===== config.mk =====
export PLATFORM = sky130hd
export DESIGN_NAME = simd_addsub_unit
export DESIGN_NICKNAME = d
export VERILOG_FILES = /design/src/rtl/simd_addsub_pkg.sv /design/src/rtl/simd_lane.sv /design/src/rtl/simd_addsub_ctrl.sv /design/src/rtl/simd_addsub_datapath.sv /design/src/rtl/simd_addsub_unit.sv
export SDC_FILE = /design/constraint.sdc
export NUM_CORES = 1
export LEC_CHECK = 0
export BUFFER_PORTS_ARGS = -buffer_cell sky130_fd_sc_hd__buf_4
export CAP_MARGIN = 10
export CELL_PAD_IN_SITES_DETAIL_PLACEMENT = 0
export CELL_PAD_IN_SITES_GLOBAL_PLACEMENT = 1
export CORE_AREA = 8 8 154 213
export CTS_CLUSTER_DIAMETER = 80
export DETAILED_ROUTE_END_ITERATION = 16
export DIE_AREA = 0 0 162 221
export PLACE_DENSITY = 0.82
export SYNTH_ARGS = -nofsm -noshare
export SYNTH_HDL_FRONTEND = slang
export SYNTH_SLANG_ARGS = --single-unit
export TNS_END_PERCENT = 30

===== constraint.sdc =====
create_clock -name clk -period 6.53 [get_ports clk]
set_clock_uncertainty 0.05 [all_clocks]
set_input_delay 0.3265 -clock clk [delete_from_list [all_inputs] [get_ports clk]]
set_output_delay 0.3265 -clock clk [all_outputs]
set_load 0.005 [all_outputs]

===== src/rtl/simd_addsub_pkg.sv =====
package simd_addsub_pkg;

  localparam logic [5:0] GRP_PAIR  = 6'b010000;
  localparam logic [5:0] GRP_HALVE = 6'b011000;

  typedef enum logic [2:0] {
    FMT_NONE,
    FMT_UH,
    FMT_UB,
    FMT_SH,
    FMT_SW
  } fmt_e;

  typedef struct packed {
    fmt_e fmt;
    logic isSub;
    logic sat;
    logic round;
  } strobes_t;

endpackage


===== src/rtl/simd_lane.sv =====
module simd_lane #(
  parameter int W = 16
) (
  input  logic [W-1:0] a,
  input  logic [W-1:0] b,
  input  logic         isSub,
  input  logic         isSigned,
  input  logic         addOne,
  output logic [W:0]   full
);
  logic [W:0] extA, extB, raw;

  always_comb begin
    extA = {isSigned & a[W-1], a};
    extB = {isSigned & b[W-1], b};
    raw  = isSub ? (extA - extB) : (extA + extB);
    full = raw + {{W{1'b0}}, addOne};
  end
endmodule


===== src/rtl/simd_addsub_ctrl.sv =====
module simd_addsub_ctrl
  import simd_addsub_pkg::*;
(
  input  logic [5:0] funct,
  input  logic [4:0] subOp,
  output strobes_t   strobes
);
  always_comb begin
    strobes       = '0;
    strobes.fmt   = FMT_NONE;
    if (funct == GRP_PAIR && subOp[4:3] == 2'b01 && subOp[1] == 1'b0) begin
      strobes.fmt   = FMT_UH;
      strobes.isSub = subOp[0];
      strobes.sat   = subOp[2];
    end else if (funct == GRP_HALVE && subOp[2] == 1'b0) begin
      strobes.isSub = subOp[0];
      strobes.round = subOp[1];
      unique case (subOp[4:3])
        2'b00:   strobes.fmt = FMT_UB;
        2'b01:   strobes.fmt = FMT_SH;
        2'b10:   strobes.fmt = FMT_SW;
        default: begin
          strobes.fmt   = FMT_NONE;
          strobes.isSub = 1'b0;
          strobes.round = 1'b0;
        end
      endcase
    end
  end
endmodule


===== src/rtl/simd_addsub_datapath.sv =====
module simd_addsub_datapath
  import simd_addsub_pkg::*;
#(
  parameter int WORD = 32
) (
  input  logic [WORD-1:0] opA,
  input  logic [WORD-1:0] opB,
  input  strobes_t        strobes,
  output logic [WORD-1:0] result,
  output logic            overflow
);
  localparam int NHALF = WORD / 16;
  localparam int NBYTE = WORD / 8;

  logic [16:0]   halfFull [NHALF];
  logic [8:0]    byteFull [NBYTE];
  logic [WORD:0] wordFull;
  logic          halfSigned;

  assign halfSigned = (strobes.fmt == FMT_SH);

  for (genvar h = 0; h < NHALF; h++) begin : g_half
    simd_lane #(.W(16)) u_lane (
      .a(opA[16*h +: 16]), .b(opB[16*h +: 16]),
      .isSub(strobes.isSub), .isSigned(halfSigned),
      .addOne(strobes.round), .full(halfFull[h])
    );
  end

  for (genvar q = 0; q < NBYTE; q++) begin : g_byte
    simd_lane #(.W(8)) u_lane (
      .a(opA[8*q +: 8]), .b(opB[8*q +: 8]),
      .isSub(strobes.isSub), .isSigned(1'b0),
      .addOne(strobes.round), .full(byteFull[q])
    );
  end

  simd_lane #(.W(WORD)) u_word (
    .a(opA), .b(opB),
    .isSub(strobes.isSub), .isSigned(1'b1),
    .addOne(strobes.round), .full(wordFull)
  );

  always_comb begin
    result   = '0;
    overflow = 1'b0;
    unique case (strobes.fmt)
      FMT_UH: begin
        for (int h = 0; h < NHALF; h++) begin
          if (strobes.sat && halfFull[h][16]) begin
            result[16*h +: 16] = {16{~strobes.isSub}};
            overflow = 1'b1;
          end else begin
            result[16*h +: 16] = halfFull[h][15:0];
          end
        end
      end
      FMT_SH: begin
        for (int h = 0; h < NHALF; h++) result[16*h +: 16] = 16'(halfFull[h] >> 1);
      end
      FMT_UB: begin
        for (int q = 0; q < NBYTE; q++) result[8*q +: 8] = 8'(byteFull[q] >> 1);
      end
      FMT_SW:  result = WORD'(wordFull >> 1);
      default: result = '0;
    endcase
  end
endmodule


===== src/rtl/simd_addsub_unit.sv =====
module simd_addsub_unit
  import simd_addsub_pkg::*;
#(
  parameter int WORD     = 32,
  parameter int FLAG_BIT = 20
) (
  input  logic            clk,
  input  logic            rstN,
  input  logic            inValid,
  input  logic [5:0]      inFunct,
  input  logic [4:0]      inSubOp,
  input  logic [WORD-1:0] inA,
  input  logic [WORD-1:0] inB,
  input  logic [WORD-1:0] ctrlIn,
  output logic            outValid,
  output logic [WORD-1:0] outResult,
  output logic [WORD-1:0] ctrlOut
);
  logic            stgValid;
  logic [5:0]      stgFunct;
  logic [4:0]      stgSubOp;
  logic [WORD-1:0] stgA, stgB, stgCtrl;
  strobes_t        strobes;
  logic [WORD-1:0] dpResult;
  logic            dpOverflow;

  // input stage
  always_ff @(posedge clk or negedge rstN) begin
    if (!rstN) begin
      stgValid <= 1'b0;
      stgFunct <= '0;
      stgSubOp <= '0;
      stgA     <= '0;
      stgB     <= '0;
      stgCtrl  <= '0;
    end else begin
      stgValid <= inValid;
      if (inValid) begin
        stgFunct <= inFunct;
        stgSubOp <= inSubOp;
        stgA     <= inA;
        stgB     <= inB;
        stgCtrl  <= ctrlIn;
      end
    end
  end

  simd_addsub_ctrl u_ctrl (
    .funct(stgFunct), .subOp(stgSubOp), .strobes(strobes)
  );

  simd_addsub_datapath #(.WORD(WORD)) u_dp (
    .opA(stgA), .opB(stgB), .strobes(strobes),
    .result(dpResult), .overflow(dpOverflow)
  );

  // output stage: sticky flag is OR-ed, never cleared
  always_ff @(posedge clk or negedge rstN) begin
    if (!rstN) begin
      outValid  <= 1'b0;
      outResult <= '0;
      ctrlOut   <= '0;
    end else begin
      outValid <= stgValid;
      if (stgValid) begin
        outResult <= dpResult;
        ctrlOut   <= stgCtrl | (WORD'(dpOverflow) << FLAG_BIT);
      end
    end
  end
endmodule


==> results.cfg <==
[clock_tree]
cts_inserted_buffers = 17
clkSinkCount = 173
clockBufferDepth = 2
hold_buffers = 1
clkLatencyLatePin_ns = 0.46
post_cts_buffers = 0
postCtsResizedCells = 0
cts_root_buf = clkbuf_16
path_clk_slew_ns = 0.08
cts_tree = yes
cts_max_level = 4

[global_routing]
grt_max_degree = 100
antenna_found_initial = 0
overflow = 0
grt_pass1_vias = 12234
grt_pass1_wl_mm = 64.0
gr-usage-all-layers_pct = 22.8

[sta]
finalSetupViolations = 0
worst_pin_slew_ns = 1.18
maxSlewHeadroom_pct = 19.6
fin_crit_ns = 5.98
rsz0062_at_grt = false
timing.fmax_mhz = 167
setup_tns_ns = 0
hold_viol = 0
slew_viol_final = 0
fin_crit_sh_pct = 91.6

[floorplanning]
core_area_sq_um = 29700
ios = 175
dieWidth_um = 162
initial_utilization_pct = 44.2
die-area_sq_um = 35800
die_h_um = 221
fp-row-count = 75

[logic_synthesis]
synth-warning-count = 0
synth_edf_count = 0
syn_avg_cell_area_sq_um = 9.22
netlist_instances = 1422
seq_area_frac_synth_pct = 33.0
ys_async_sr_fraction_pct = 100
synth_top_area_share_pct = 33.0
synth_area_leader_cell = dfrtp_1
syn_area_sq_um = 13100
synth_ff_type = dfrtp_1
synthTopCellsByArea = dfrtp_1, mux2_2, ha_1
synth_fp_nets = 1610
synth_cell_types = 85
ys_seq_elements = 173

[drt]
postRouteAntennaNets = 0
wl_mm = 40.5
via_per_inst = 5.79
post_drt_wl_per_cell_um = 20.6
drc = 0
vias = 11361
firstDrtPassIters = 5
first_iter_violations = 695

[worst_setup_path]
path_max_fanout = 8
end_kind = flop
reg2reg_from = stgB[2]
cp_data_required_time_ns = 6.78
cp-start-kind = flop
r2r_slack_ns = 0.55
r2r_end = outResult[28]
cp_data_arrival_time_ns = 6.23
ff2ff_path_depth = 17
critPathKind = reg2reg

[cells_and_area]
area_growth_pct = 17.1
fillers = 2842
finalNetCount = 1750
drive_gt1_share_pct = 23.7
postLayoutCellArea_sq_um = 15300

[placement]
place_congestion = 0.920
dp_hpwl_mm = 32.1
io_buffers = 174
post_dp_cell_area_sq_um = 14700

[power]
vdd_drop_max_mv = 0.164
total_power_mw = 4.01
p_leak_nw = 6.76
p_per_area_nw_per_um2 = 262

[min_path]
worstHoldStart = inA[0]
whs_endpoint = stgA[0]
worstHoldPathCells = 3
hp-class = in2reg

[flow_run]
max_cap_viol_count = 0

[run_status]
status = finished clean
[layer usage]
layer	wire (um)	vias to the layer above	part of all wire [%]	global-route usage (%)
met5	0	-	0	0
met4	2920	0	7.2	17.2
met3	1620	97	4.0	3.64
met2	21800	294	54	42.6
met1	14200	5513	35	21.9
li1	-	5457	-	-
[power by group]
group          total, mW  switching [mW]  internal (mW)  leakage [nW]
sequential          1.26          0.0962           1.17          2.10
combinational       1.70            1.01          0.693          4.37
clock               1.05           0.528          0.523         0.298
[cells in the mapped netlist (5+ instances only)]
cell	n
nor4_1	8
or2_2	6
ha_1	74
a211oi_1	13
a221o_1	6
a221oi_1	6
nand2b_1	5
nor3b_1	6
o211ai_1	8
mux2_2	124
a211o_1	6
o21ai_0	79
nand2_1	118
o22ai_1	5
a31oi_1	11
and3_1	15
o21bai_1	5
nor2_1	96
o2bb2ai_1	7
buf_2	8
a21o_1	22
o21a_1	13
dfrtp_1	173
inv_1	44
and2_1	16
a2111oi_0	6
mux2i_1	8
nand4b_1	5
a22oi_1	13
clkbuf_1	44
nand3_1	35
nand4_1	21
xnor2_1	85
nor2b_1	10
or3_1	12
and4_1	7
buf_4	6
buf_1	10
nor3_1	31
o31ai_1	8
o221ai_1	16
xor2_1	78
a21oi_1	87
[critical path, stage by stage (launching register included)]
cell and delay (ns):
dfrtp_1 0.43, nor3_1 0.31, nand3_1 0.17, or4_1 0.50, or4_1 0.69, o21ai_0 0.25, xnor2_1 0.10, ha_1 0.41
nand2_1 0.16, or3_1 0.41, a21o_1 0.19, a21o_1 0.16, a211oi_1 0.53, o311ai_0 0.32, nand4b_1 0.34, nor4_1 0.44
mux2i_1 0.23, o221ai_1 0.12
[per-stage QoR]
stage / hold WS [ns] / worst slack (ns) / cells / util [%]
2_1_floorplan: -0.0191 / 1.31 / 1422 / -
3_3_place_gp: 0.431 / 0.767 / 1927 / 49.6
3_5_place_dp: 0.440 / 0.647 / 1927 / 49.6
4_1_cts: 0.00162 / 0.605 / 1960 / 51.7
5_1_grt: 0.0229 / 0.0657 / 1960 / 51.7
6_report: 0.0262 / 0.547 / 1961 / 51.7
[kinds of logic (layout without fill, tap and decap cells)]
kind of cell / Yosys count / count (layout) / share of synthesized area (%)
other: 0 / 1 / 0
XOR/XNOR: 164 / 164 / 11.0
adder cells (fa/ha/maj): 78 / 78 / 7.68
buffers and inverters: 115 / 268 / 3.56
multiplexers: 132 / 132 / 11.3
AND/OR/NAND/NOR: 415 / 415 / 15.9
AO/OA/AOI/OAI: 345 / 345 / 17.5
flip-flops: 173 / 173 / 33.0
[layout make-up]
cell class / count / area [sq um] / area share (%)
clock buffer: 17 / 425 / 2.77
inverter: 45 / 169 / 1.10
tap: 385 / 482 / 3.14
sequential: 173 / 4330 / 28.2
clock inverter: 15 / 186 / 1.22
antenna: 1 / 2.50 / 0.0163
timing repair buffer: 191 / 1440 / 9.39
multi-input combinational: 1134 / 8310 / 54.1
[layout by cell type, fill, tap and decap left out, types with 7 or more instances in the layout]
cell	netlist	routed
xor2_1	78	78
clkbuf_16	0	17
nor2b_1	10	10
nand3_1	35	35
mux2_2	124	124
and4_1	7	7
a21o_1	22	22
o21ai_0	79	78
xnor2_1	85	85
nor3_1	31	31
nand2_1	118	118
mux2i_1	8	8
nand4_1	21	21
and2_1	16	16
buf_4	6	189
o21a_1	13	13
a31oi_1	11	11
nor4_1	8	8
nor2_1	96	96
a21oi_1	87	87
o2bb2ai_1	7	7
dfrtp_1	173	172
or3_1	12	12
a22oi_1	13	13
o211ai_1	8	8
o221ai_1	16	16
inv_1	44	44
ha_1	74	74
and3_1	15	15
o31ai_1	8	8
a211oi_1	13	13
[worst max path at each step]
stage | from | endpoint | slack, ns | cells past startpoint
after floorplan | stgB[2] | outResult[29] | 1.31 | 21
after global placement | stgB[2] | outResult[29] | 0.77 | 17
after detailed placement | stgB[2] | outResult[28] | 0.65 | 17
after CTS | stgB[2] | outResult[28] | 0.60 | 17
after global routing | stgB[0] | outResult[28] | 0.07 | 19
final | stgB[2] | outResult[28] | 0.55 | 17
[flip-flops by register name, summed over array words and instances, names as in the netlist]
signal	count
outValid	1
ctrlOut	32
stgB	32
outResult	32
stgFunct	6
stgSubOp	5
stgCtrl	32
stgA	32
stgValid	1
Note: power is estimated with default switching activity, not from simulation.
